File: src/rtl/pm_evt_pkg.sv
package pm_evt_pkg;

    localparam int BLK_BITS = 6;

    localparam logic [5:0] OFF_STS = 6'h00;
    localparam logic [5:0] OFF_EN  = 6'h02;
    localparam logic [5:0] OFF_CTL = 6'h04;
    localparam logic [5:0] OFF_TLO = 6'h08;
    localparam logic [5:0] OFF_THI = 6'h0A;

    localparam int BIT_TMR = 0;
    localparam int BIT_GLK = 5;
    localparam int BIT_PWR = 8;
    localparam int BIT_RTC = 10;

    localparam logic [15:0] EVT_MASK = (16'h1 << BIT_TMR) | (16'h1 << BIT_GLK) |
                                       (16'h1 << BIT_PWR) | (16'h1 << BIT_RTC);

    localparam logic [15:0] PCI_CMD_RST = 16'h0000;
    localparam logic [15:0] PCI_STS_RST = 16'h0280;

    typedef enum logic [1:0] {
        ARM_OFF = 2'd0,
        ARM_ON  = 2'd1,
        ARM_HIT = 2'd2
    } arm_state_e;

endpackage

File: src/rtl/pm_win_decode.sv
module pm_win_decode #(
    parameter int AW  = 16,
    parameter int BLK = 6
) (
    input  logic [31:0]    base,
    input  logic [7:0]     ctl,
    input  logic [AW-1:0]  addr,
    output logic           hit,
    output logic [BLK-1:0] off
);
    logic unused_cfg;

    assign hit = ctl[0] && (addr[AW-1:BLK] == base[AW-1:BLK]);
    assign off = {addr[BLK-1:1], 1'b0};
    assign unused_cfg = ^{base[31:AW], base[BLK-1:0], ctl[7:1], addr[0]};


    always_comb begin
        if (!ctl[0]) begin
            win_off_chk: assert (!hit);
        end
    end
endmodule

File: src/rtl/pm_tmr.sv
module pm_tmr #(
    parameter int W = 24
) (
    input  logic         clk,
    input  logic         rst_n,
    input  logic         tick,
    output logic [W-1:0] cnt_q,
    output logic         flip
);
    assign flip = tick && (&cnt_q[W-2:0]);

    always_ff @(posedge clk) begin
        if (!rst_n)    cnt_q <= '0;
        else if (tick) cnt_q <= cnt_q + 1'b1;
    end


    tmr_step_chk: assert property (@(posedge clk) disable iff (!rst_n)
        tick |=> (cnt_q == $past(cnt_q) + 1'b1));
endmodule

File: src/rtl/pm_evt_regs.sv
module pm_evt_regs import pm_evt_pkg::*; (
    input  logic        clk,
    input  logic        rst_n,
    input  logic        wr,
    input  logic [5:0]  off,
    input  logic [15:0] wdata,
    input  logic        tmr_flip,
    input  logic        evt_pwrbtn,
    input  logic        evt_glock,
    input  logic        evt_rtc,
    output logic [15:0] sts_q,
    output logic [15:0] en_q,
    output logic [15:0] ctl_q,
    output logic        armed
);
    logic [15:0] sts_d, en_d, ctl_d;
    arm_state_e  state_q, state_d;

    always_comb begin
        sts_d = sts_q;
        if (wr && off == OFF_STS) sts_d = sts_q & ~(wdata & EVT_MASK);
        sts_d[BIT_TMR] = sts_d[BIT_TMR] | tmr_flip;
        sts_d[BIT_GLK] = sts_d[BIT_GLK] | evt_glock;
        sts_d[BIT_PWR] = sts_d[BIT_PWR] | evt_pwrbtn;
        sts_d[BIT_RTC] = sts_d[BIT_RTC] | evt_rtc;
        en_d  = (wr && off == OFF_EN)  ? wdata : en_q;
        ctl_d = (wr && off == OFF_CTL) ? wdata : ctl_q;
    end

    always_ff @(posedge clk) begin
        if (!rst_n) begin
            sts_q <= '0;
            en_q  <= '0;
            ctl_q <= '0;
        end else begin
            sts_q <= sts_d;
            en_q  <= en_d;
            ctl_q <= ctl_d;
        end
    end

    // arming state machine: transition logic
    always_comb begin
        state_d = state_q;
        unique case (state_q)
            ARM_OFF: if (en_d[BIT_TMR])
                         state_d = sts_d[BIT_TMR] ? ARM_HIT : ARM_ON;
            ARM_ON:  if (!en_d[BIT_TMR])     state_d = ARM_OFF;
                     else if (sts_d[BIT_TMR]) state_d = ARM_HIT;
            ARM_HIT: if (!en_d[BIT_TMR])      state_d = ARM_OFF;
                     else if (!sts_d[BIT_TMR]) state_d = ARM_ON;
            default: state_d = ARM_OFF;
        endcase
    end

    always_ff @(posedge clk) begin
        if (!rst_n) state_q <= ARM_OFF;
        else        state_q <= state_d;
    end

    // arming state machine: outputs
    always_comb begin
        unique case (state_q)
            ARM_ON:  armed = 1'b1;
            default: armed = 1'b0;
        endcase
    end


    w1c_clear_chk: assert property (@(posedge clk) disable iff (!rst_n)
        (wr && off == OFF_STS && wdata[BIT_GLK] && !evt_glock) |=> !sts_q[BIT_GLK]);

    tmr_flip_chk: assert property (@(posedge clk) disable iff (!rst_n)
        tmr_flip |=> sts_q[BIT_TMR]);

    set_wins_chk: assert property (@(posedge clk) disable iff (!rst_n)
        evt_rtc |=> sts_q[BIT_RTC]);

    armed_chk: assert property (@(posedge clk) disable iff (!rst_n)
        armed |-> (en_q[BIT_TMR] && !sts_q[BIT_TMR]));
endmodule

File: src/rtl/pm_acpi_evt.sv
module pm_acpi_evt import pm_evt_pkg::*; #(
    parameter int TMR_W = 24
) (
    input  logic        clk,
    input  logic        rst_n,
    input  logic [31:0] cfg_pm_base,
    input  logic [7:0]  cfg_pm_ctl,
    input  logic [15:0] io_addr,
    input  logic        io_wr,
    input  logic [15:0] io_wdata,
    output logic [15:0] io_rdata,
    output logic        io_hit,
    input  logic        tmr_tick,
    input  logic        evt_pwrbtn,
    input  logic        evt_glock,
    input  logic        evt_rtc,
    output logic        sci,
    output logic        tmr_armed,
    output logic [15:0] pci_command,
    output logic [15:0] pci_status
);
    logic [BLK_BITS-1:0] off;
    logic [TMR_W-1:0]    tmr_cnt;
    logic [31:0]         tmr_ext;
    logic                tmr_flip;
    logic [15:0]         sts_q, en_q, ctl_q;

    pm_win_decode #(.AW(16), .BLK(BLK_BITS)) u_dec (
        .base(cfg_pm_base), .ctl(cfg_pm_ctl), .addr(io_addr),
        .hit(io_hit), .off(off)
    );

    pm_tmr #(.W(TMR_W)) u_tmr (
        .clk(clk), .rst_n(rst_n), .tick(tmr_tick),
        .cnt_q(tmr_cnt), .flip(tmr_flip)
    );

    pm_evt_regs u_regs (
        .clk(clk), .rst_n(rst_n), .wr(io_wr && io_hit), .off(off),
        .wdata(io_wdata), .tmr_flip(tmr_flip), .evt_pwrbtn(evt_pwrbtn),
        .evt_glock(evt_glock), .evt_rtc(evt_rtc),
        .sts_q(sts_q), .en_q(en_q), .ctl_q(ctl_q), .armed(tmr_armed)
    );

    assign tmr_ext     = 32'(tmr_cnt);
    assign sci         = |(sts_q & en_q & EVT_MASK);
    assign pci_command = PCI_CMD_RST;
    assign pci_status  = PCI_STS_RST;

    always_comb begin
        io_rdata = '0;
        if (io_hit) begin
            unique case (off)
                OFF_STS: io_rdata = sts_q & EVT_MASK;
                OFF_EN:  io_rdata = en_q;
                OFF_CTL: io_rdata = ctl_q;
                OFF_TLO: io_rdata = tmr_ext[15:0];
                OFF_THI: io_rdata = tmr_ext[31:16];
                default: io_rdata = '0;
            endcase
        end
    end


    miss_stable_chk: assert property (@(posedge clk) disable iff (!rst_n)
        (io_wr && !io_hit) |=> ($stable(en_q) && $stable(ctl_q)));
endmodule

File: config.mk
export PLATFORM = sky130hd
export DESIGN_NAME = pm_acpi_evt
export DESIGN_NICKNAME = d
export VERILOG_FILES = /design/src/rtl/pm_evt_pkg.sv /design/src/rtl/pm_win_decode.sv /design/src/rtl/pm_tmr.sv /design/src/rtl/pm_evt_regs.sv /design/src/rtl/pm_acpi_evt.sv
export SDC_FILE = /design/constraint.sdc
export NUM_CORES = 1
export LEC_CHECK = 0
export ABC_AREA = 0
export BUFFER_PORTS_ARGS = -buffer_cell sky130_fd_sc_hd__buf_2
export CAP_MARGIN = 20
export CORE_ASPECT_RATIO = 0.7
export CORE_MARGIN = 3
export CORE_UTILIZATION = 40
export DETAILED_ROUTE_END_ITERATION = 8
export PLACE_DENSITY_LB_ADDON = 0.25
export SKIP_CTS_REPAIR_TIMING = 1
export SLEW_MARGIN = 10
export SYNTH_ARGS = -nofsm -noshare
export SYNTH_HDL_FRONTEND = slang
export SYNTH_SLANG_ARGS = --single-unit
File: constraint.sdc
create_clock -name clk -period 5.5 [get_ports clk]
set_clock_uncertainty 0.15 [all_clocks]
set_input_delay 0.275 -clock clk [delete_from_list [all_inputs] [get_ports clk]]
set_output_delay 0.275 -clock clk [all_outputs]
set_load 0.03 [all_outputs]
== Yosys cells after proc, flatten, opt, wreduce, memory -nomap -nowiden ==
Cells that the tools add are included.

* Bitwise operators: 7
* Reduce and logical (&&, ||, !) cells: 11
* Equal/unequal tests: 10
* Muxes and demuxes: 12
* Add/sub/neg operators: 1

{| class="wikitable"
|+ Operator list
! cell !! number
|-
| one-hot mux 16 bit (5 select lines) || 1
|-
| adder 24 x 1 -> 24 bit, second input constant || 1
|-
| AND reduction 23 bit || 1
|-
| AND 16 bit || 1
|-
| two-way mux 16 bit || 1
|-
| inverter 11 -> 16 bit || 1
|-
| two-way mux 2 bit || 6
|-
| AND 11 bit || 1
|-
| two-way mux 11 bit || 1
|-
| == test 10 bit || 1
|-
| == test 5 x 3 -> 1 bit, second input constant || 2
|-
| logical AND 1 bit || 6
|-
| zero test 6 bit || 1
|-
| one-hot mux 2 bit (3 select lines) || 1
|-
| == test 5 x 1 -> 1 bit, second input constant || 1
|-
| == test 5 x 2 -> 1 bit, second input constant || 1
|-
| OR 1 bit || 4
|-
| OR reduction 4 bit || 1
|-
| inequality test 3 x 2 -> 1 bit, second input constant || 1
|-
| inequality test 3 bit, second input constant || 1
|-
| AND reduction 3 bit || 1
|-
| == test 2 x 1 -> 1 bit, second input constant || 1
|-
| == test 2 bit, second input constant || 1
|-
| zero test 2 bit || 1
|-
| other kinds (2) || 3
|}

* Register bits: 74
* Logic and storage cells: 48

== Depth between registers and ports, before layout ==
Gate-level depths: netlist of run 1.

* Depth after elaboration: 9
* Mapped depth: 8
* Gate-level depth less buffers: 6

== Hierarchy ==
A second synthesis of run 1 with hierarchy kept.

* Cells, all modules: 437
* Area, all modules: 3744.8 µm²

{| class="wikitable"
|+ Modules (own cells, without submodules)
! module !! cells an instance !! area each (µm²) !! times used
|-
| pm_evt_regs || 191 || 1734.2 || 1
|-
| pm_tmr || 122 || 1083.5 || 1
|-
| pm_acpi_evt || 103 || 763.2 || 1
|-
| pm_win_decode || 21 || 163.9 || 1
|}

== Worst setup path after synthesis of run 1 ==
No wires, ideal clock.

* Kind: input port to output port
* Start point: input port cfg_pm_base[7]
* End point: output port io_rdata[6]
* Required time: 5.075 ns
* Slack: 2.577 ns
* Path buffers: 1
* Arrival time: 2.498 ns
* Stages: 6
* Cell sequence: xnor2_1 nand4_1 nor3_1 nand3_1 clkbuf_1 a21oi_1

* Longest elaborated chain between the ends: 3

{| class="wikitable"
|+ RTL lines
! item !! line !! RTL
|-
| from (decl) || pm_acpi_evt.sv:6 || <nowiki>input logic [31:0] cfg_pm_base,</nowiki>
|-
| == test 10 bit || pm_win_decode.sv:13 || <nowiki>assign hit = ctl[0] && (addr[AW-1:BLK] == base[AW-1:BLK]);</nowiki>
|-
| logical AND 1 bit || pm_win_decode.sv:13 ||
|-
| net io_hit || pm_acpi_evt.sv:12 || <nowiki>output logic io_hit,</nowiki>
|-
| two-way mux 16 bit || pm_acpi_evt.sv:52 || <nowiki>if (io_hit) begin</nowiki>
|-
| to (decl) || pm_acpi_evt.sv:11 || <nowiki>output logic [15:0] io_rdata,</nowiki>
|}

The timed path passes the listed nets, and every way through them passes these cells.

== Final worst setup path of run 1 ==
* Start point: input port cfg_pm_base[12]
* End point: output port io_rdata[5]

* Longest elaborated chain between the ends: 3

{| class="wikitable"
|+ RTL lines
! item !! line
|-
| == test 10 bit || pm_win_decode.sv:13
|-
| logical AND 1 bit || pm_win_decode.sv:13
|-
| two-way mux 16 bit || pm_acpi_evt.sv:52
|}

Every way passes these cells.

==> results by stage, run 1 <==
Global route:
- The first-pass GRT wire length is 13700 microns.
- Global routing finished with a remaining overflow of 0.
- The via count of the first global-routing pass is between 2000 and 3000.
- The number of antenna violations at the first check in global routing is 0.
- In the global route stage, overall resource usage came out at 17.7%.
- Entering global routing, the biggest net connects 63 pins.

Yosys:
- The prevailing post-synth register cell is dfxtp_1.
- The synthesized area is about 0.0034 sq mm.
- The Yosys step of the flow raised 0 warnings.
- The gate count of the mapped netlist is approximately 380.
- In this run, synthesis inferred 0 flip-flops with an integrated enable.
- The synthesized design contains between 60 and 70 register bits.
- Synthesis instantiated 43 different standard cells from the library.
- The per-instance average area after synthesis is ~9.1 sq um.
- Summing the sequential cell areas from Yosys gives a little over a third of the chip area.
- After synthesis, the share of flip-flops with an asynchronous set or reset is 0%.

Floorplanning:
- In this run the horizontal extent of the chip is approximately 120 microns.
- The height of the die is roughly 84 microns.
- The area of the die is 0.00976 sq mm.
- For this configuration, the core starts out at a cell density of ~42%.
- The number of cell rows is 27.
- The floorplan step defined a core boundary enclosing 0.00811 sq mm.
- 130 I/O pins were placed.

CTS:
- Counting along the longest clock path gives a buffer depth of 2.
- The CTS buffer count is 9.
- The clock network latency to the later pin of the worst-skew pair is between 300 and 400 ps.
- The CTS H-tree depth is 3.
- The post-CTS clock slew at the launch and capture registers of the worst setup and hold paths is 50 ps.
- The master cell of the clock root buffer is clkbuf_16.
- TritonCTS built the clock tree.
- The clock sink count is 62.

Worst setup path:
- The worst register-to-register path has a setup slack of approximately 3400 ps.
- STA classifies the critical path startpoint as a primary input.
- The data required time at the worst endpoint is 5080 ps.
- The nature of the critical path endpoint is an output port.
- The data arrival time of the worst path is 2500 ps.
- By startpoint and endpoint, the worst setup path is classified as primary input to output port.
- The top fanout value on the critical path is 16.
- The beginning of the worst register-to-register path is u_tmr.cnt_q[0].
- The critical path starts at cfg_pm_base[12].
- The worst register-to-register path has a depth of 5.
- The worst register-to-register path ends at u_regs.state_q[0].

STA:
- The final critical delay including setup and external delays is around 3000 ps.
- The hold violation count in the final report came to 0.
- The worst pin sits at a relative slew slack of about 28%.
- For this run, the top clock speed supported by timing is ~340 MHz.
- The tightest hold path in the finished design has a slack of 22.6 ps.
- The final-report setup violation count is 0.
- The count of final max-slew check failures is 0.
- The period utilization is between 50 and 60%.
- The actual slew at the worst max-slew pin is about 1100 ps.
- Setup repair after global routing left no endpoint under its margin.
- The final worst-path setup slack is 2580 ps.
- Setup total negative slack on the finished layout was measured at 0 ps.

Route:
- The post-route DRC violation count is 0.
- The routed via count divided by cell count is 5.31.
- The number of DRC violations after detailed-routing iteration 0 is between 150 and 200.
- The count of antenna-violating nets left after detailed routing is 0.
- The total number of vias is roughly 2900.
- The pre-antenna-repair detailed-routing pass consisted of 5 iterations.
- Summed over all layers, the routed wires come to 8380 microns.
- The detail-routed net length per standard cell is about 15 microns.

Cells and area:
- The library cells used most frequently in the layout, excluding fill and tap cells, are 67 x buf_2, 62 x dfxtp_1, 37 x mux2i_1.
- The fraction of final layout cells sized beyond drive strength 1 is between 20% and 30%.
- 0 antenna diodes ended up in the layout.
- Counting the fill cells in the layout gives ~800.
- The number of nets in the layout is 518.
- The synthesis-to-finish area growth is 14.8%.
- The most common cell after layout, fill and taps aside is buf_2.

Power and ir drop:
- The worst-case IR drop observed on VDD is 0.161 mV.
- The static power due to leakage is roughly 1.7 nW.
- Power spread over the standard cell area amounts to about 270 mW/mm^2.

Placed design:
- The post-place setup slack is approximately 2600 ps.
- The placer congestion estimate is around 0.77.
- The HPWL after detailed placement is roughly 6100 microns.
- The count of buffers added on input and output ports is 67.

Min path:
- The worst hold path terminates at u_regs.sts_q[8].
- The worst hold-check path type is primary input to register.
- Along the worst hold path, the cell count comes to 2.
- In this run the most critical hold path is launched from io_wdata[8].

Outcome:
- The flow ran to the end, and the final reports show no timing, DRC or antenna violations.

Job:
- Max-cap violations in this run came to 0.
-- worst max-delay path: stages --
cell	delay [ps]
buf_2	100
xnor2_1	250
nand4_1	130
nor3_1	450
nand3_1	650
a21oi_1	390
buf_2	250
-- routing by layer --
layer | global-route usage, % | routed length (microns) | part of all wire (%)
met2 | 26.2 | 3700 | 44
met1 | 24.2 | 3990 | 48
met3 | 6.52 | 632 | 7.5
met4 | 4.90 | 53 | 0.63
met5 | 0 | 0 | 0
-- report_power, final --
group	total (mW)	internal, mW	switching, mW
logic	0.0878	0.0283	0.0595
registers	0.456	0.453	0.00306
clock network	0.510	0.326	0.184
-- synth_stat cells (all sizes together), types with 3 or more instances --
master	n	area (sq um)
dfxtp	62	1240
inv	10	37.5
xnor2	19	166
mux2i	37	370
nor4	7	58.8
nand4	6	37.5
o21ai	5	25.0
nor3	8	45.0
and3	4	26.3
and4	4	35.0
clkbuf	13	48.8
nor2b	34	213
a222oi	12	120
nand2	17	63.8
nor2	18	67.6
a21oi	9	45.0
and2	23	145
xor2	13	114
a221oi	4	35.0
nand3	15	75.1
a31oi	3	18.8
buf	38	305
-- cell families after synthesis --
family	Yosys count	share of synthesized area, %
AOI/OAI and AO/OA	38	8.26
xor gates and xnor gates	32	8.15
adders and majority gates	1	0.364
buffers and inverters	61	11.4
DFF	62	36.1
muxes	38	11.1
other	2	0.218
and+or+nand+nor	145	24.4
-- flip-flops by register name (all words and copies together) (netlist names) --
name            count
u_regs.ctl_q       16
u_regs.en_q        16
u_regs.state_q      2
u_regs.sts_q        4
u_tmr.cnt_q        24
-- layout make-up --
cell class	count	area [sq um]	area share, %
Tap cell	101	126	3.20
Multi-Input combinational cell	286	1920	48.7
Inverter	10	37.5	0.951
Clock buffer	14	264	6.69
Sequential cell	62	1240	31.4
Clock inverter	1	5.00	0.127
Timing Repair Buffer	69	350	8.87
-- through the flow --
step           total power [mW]  area, sq um  util, %  instances
3_3_place_gp              0.551         3680     45.4        528
6_report                   1.05         3950     48.7        543
5_1_grt                    1.09         3950     48.7        543
2_1_floorplan             0.540         3550        -        409
4_1_cts                    1.07         3950     48.7        543
3_5_place_dp              0.552         3680     45.4        528
-- worst max path at each step --
stage | to | slack (ps) | cells after the start
detailed placement | io_rdata[6] | 2590 | 7
global placement | io_rdata[6] | 2590 | 7
floorplan | io_rdata[6] | 2580 | 6
CTS | io_rdata[6] | 2600 | 7
finish | io_rdata[5] | 2580 | 7
global route | io_rdata[6] | 2330 | 7
Note: power is estimated with default switching activity, not from simulation.
==> run 2, diff against run 1 <==
==> constraint.sdc (replaced) <==
create_clock -name clk -period 3.02 [get_ports clk]
set_clock_uncertainty 0.15 [all_clocks]
set_input_delay 0.151 -clock clk [delete_from_list [all_inputs] [get_ports clk]]
set_output_delay 0.151 -clock clk [all_outputs]
set_load 0.03 [all_outputs]
==> run 2 against run 1 <==
  * The flow now finishes with violations (negative hold slack)
  * Routed wire length grew 0.56%
  * Die area is the same
  * Largest cell class unchanged
  * Critical path type is now register to register
  * Via count shrank 0.69%
  * Sequential share of layout area shrank 1.8 points
  * Combinational power grew 100%
  * Clock power grew 93%
  * Worst setup slack lost 1700 ps
  * Power grew 89%
==> results by stage, run 2 (synthesis results as in run 1) <==
Outcome:
- The flow ran to the end, but the final reports show violations.
- The checks that failed: negative hold slack.

Worst setup path:
- The data required time at the worst endpoint is 3090 ps.
- The endpoint identified for the worst register-to-register timing path is u_regs.state_q[0].
- The flop-to-flop setup slack is 870 ps.
- In this design, the stage delay of the slowest critical-path cell is 460 ps.
- The top fanout value on the critical path is 5.
- The beginning of the worst register-to-register path is u_tmr.cnt_q[0].
- The startpoint kind of the worst setup timing path is a register.
- The start-to-end type of the worst setup path is register to register.
- For this design, the slowest cell found on the critical path is or3_1.
- STA classifies the critical path endpoint as a register.
- The cell depth of the worst flop-to-flop path is 5.
- The signal on the critical path passes through ha_1 > and4_1 > nand4_1 > or3_1 > and3b_1.
- The data arrival time of the worst path is approximately 2200 ps.

Cells and area:
- The top cell types in the final layout, fill and taps aside, are 67 x buf_2, 62 x dfxtp_1, 37 x mux2i_1.
- The register name with the most flops is u_tmr.cnt_q.
- The library cell used most frequently in the layout, excluding fill and tap cells, is buf_2.
- In the final layout, the share of cells above drive strength 1 is between 20% and 30%.
- The number of nets in the layout is between 500 and 600.
- The largest registers in the layout are u_tmr.cnt_q: 24 flops, u_regs.ctl_q: 16 flops, u_regs.en_q: 16 flops.
- The area growth from synthesis to layout is 21.7%.
- The register with the most flip-flops in the layout has 24 of them.
- The layout has between 700 and 800 filler cells.
- The number of antenna diodes in the final layout is 0.

Job:
- The number of violations of the max-capacitance limit is 0.

Global route:
- The first global-routing pass estimated 13600 microns of wire.
- The total overflow reported by the global router is 0.
- Entering global routing, the biggest net connects 37 pins.
- Across every metal layer, demand over resource in global routing totals between 10% and 20%.
- The number of antenna violations at the first check in global routing was 0.
- The via count of the first global-routing pass came to about 2700.

Route:
- The detail-routed net length per standard cell is 14.9 microns.
- The first detailed-routing pass ran for 5 iterations.
- The routed layout has 2864 vias.
- The sum of routed wire length over all layers is 8430 microns.
- After the first detailed-routing iteration, the DRC count stood at 242.
- The routed via count divided by cell count is about 5.1.
- In the routed design, unresolved DRC markers number 0.
- The count of nets left with antenna violations once routing finished came out at 0.

CTS:
- The buffer levels on the longest clock path is 2.
- The CTS buffer count is 9.
- TritonCTS built the clock tree.
- Clock latency on the worst-skew pair, taken at its later pin, is ~330 ps.
- The clock sink count is 62.
- CTS placed an instance of clkbuf_16 at the clock tree root.
- After clock tree synthesis, the clock-pin slew on the worst setup and hold paths is 50 ps.
- The CTS H-tree depth is 3.

STA:
- After layout, the worst path uses 71.2% of the clock period.
- The count of final max-slew check failures is 0.
- Setup repair after global routing left no endpoint under its margin.
- Based on the critical path, the design can be clocked at up to between 400 and 500 MHz.
- For the final routed database, the setup TNS stands at 0 ps.
- On the final layout, the worst hold slack is -24.1 ps.
- The worst pin sits at a relative slew slack of 46.4%.
- The hold violation count in the final report came to 3.
- The actual slew at the worst max-slew pin is 796 ps.
- The final-report setup violation count is 0.
- For the finished layout, the period the worst path requires is between 2000 and 2500 ps.

Min path:
- The launch point of the worst hold path is io_wdata[2].
- The worst-case hold path end point is u_regs.en_q[2].
- The min-delay analysis places its worst path in the category primary input to register.
- Counting instances, the worst hold path has a depth of 3.

Power and ir drop:
- Summed over all cells, the static leakage comes to around 1.8 nW.
- In this run the power spent charging and discharging nets is ~460 uW.
- The maximum resistive drop on vdd is 0.322 mV.
- The internal power consumption is 1.53 mW.
- Per report_power, the clock group accounts for roughly half of the total.
- The power per standard cell area is roughly 480 mW/mm^2.
- Of the total power, combinational logic draws around 8.9%.
- The part of the power in registers is roughly two fifths.
- Of the total power, the share spent switching nets is between 20% and 30%.
- The total power is 1.99 mW.

Floorplanning:
- The height of the die is around 84 microns.
- In this run the count of I/O pins placed on the die edge is 130.
- The die is 117 microns wide.
- The initial utilization of the core area, before any placement, comes to between 40 and 50%.
- The core region is between 0.008 and 0.009 sq mm.
- The area of the die is slightly below 0.01 sq mm.
- In this run the core area contains 27 standard-cell rows.

Placed design:
- Routability-driven placement finished with a final weighted congestion of between 0.8 and 0.9.
- During placement, the flow inserted port buffers numbering 67.
- The half-perimeter wire length of the detailed placement result is 6140 microns.
run 2: cell types whose count changed in the layout (fill, tap and decap cells not counted), sizes merged:
cell,change
dlygate4sd3,+17
buf,+6
clkbuf,+1
clkinv,-1
run 2: power by group through the flow:
stage	Clock, mW	Combinational (mW)	Sequential [mW]
after floorplan	0	0.137	0.846
after global placement	0	0.156	0.848
after detailed placement	0	0.159	0.848
after CTS	1.00	0.160	0.831
after global routing	1.04	0.195	0.831
final	0.984	0.178	0.831
run 2: worst max path at each step:
stage	cells past startpoint	slack [ps]	from	to
after floorplan	6	350	cfg_pm_base[7]	io_rdata[6]
after global placement	5	870	u_tmr.cnt_q[0]	u_regs.state_q[0]
after detailed placement	5	890	u_tmr.cnt_q[0]	u_regs.state_q[0]
after CTS	5	860	u_tmr.cnt_q[0]	u_regs.state_q[0]
after global routing	8	710	cfg_pm_base[12]	io_rdata[5]
final	5	870	u_tmr.cnt_q[0]	u_regs.state_q[0]
run 2: worst max-delay path, delay by kind of cell (launching register included):
family | cells | cell delay, ps
AND/OR/NAND/NOR | 4 | 1290
adder cells (fa/ha/maj) | 1 | 200
flip-flops | 1 | 410
run 2: layout make-up:
type / count / area [sq um] / share of cell area [%]
tap: 101 / 126 / 3.02
inverter: 10 / 37.5 / 0.897
sequential: 62 / 1240 / 29.7
timing repair buffer: 92 / 566 / 13.5
multi-input combinational: 286 / 1920 / 46.0
clock buffer: 15 / 288 / 6.88
run 2: through the flow:
step	utilization, %	setup slack (ps)	instances	area [sq um]	hold WS (ps)
after floorplan	-	345	409	3550	102
after global placement	45.9	867	534	3720	225
after detailed placement	45.9	886	534	3720	231
after CTS	49.5	859	549	4010	-124
after global routing	51.6	709	566	4180	14.5
final	51.6	869	566	4180	-24.1
run 2: per-layer routing:
layer / wire (microns) / vias to the layer above / track usage (%)
met3: 649 / 10 / 6.38
met5: 0 / - / 0
li1: - / 1422 / -
met4: 105 / 0 / 5.52
met1: 4130 / 1319 / 25.8
met2: 3540 / 113 / 24.8
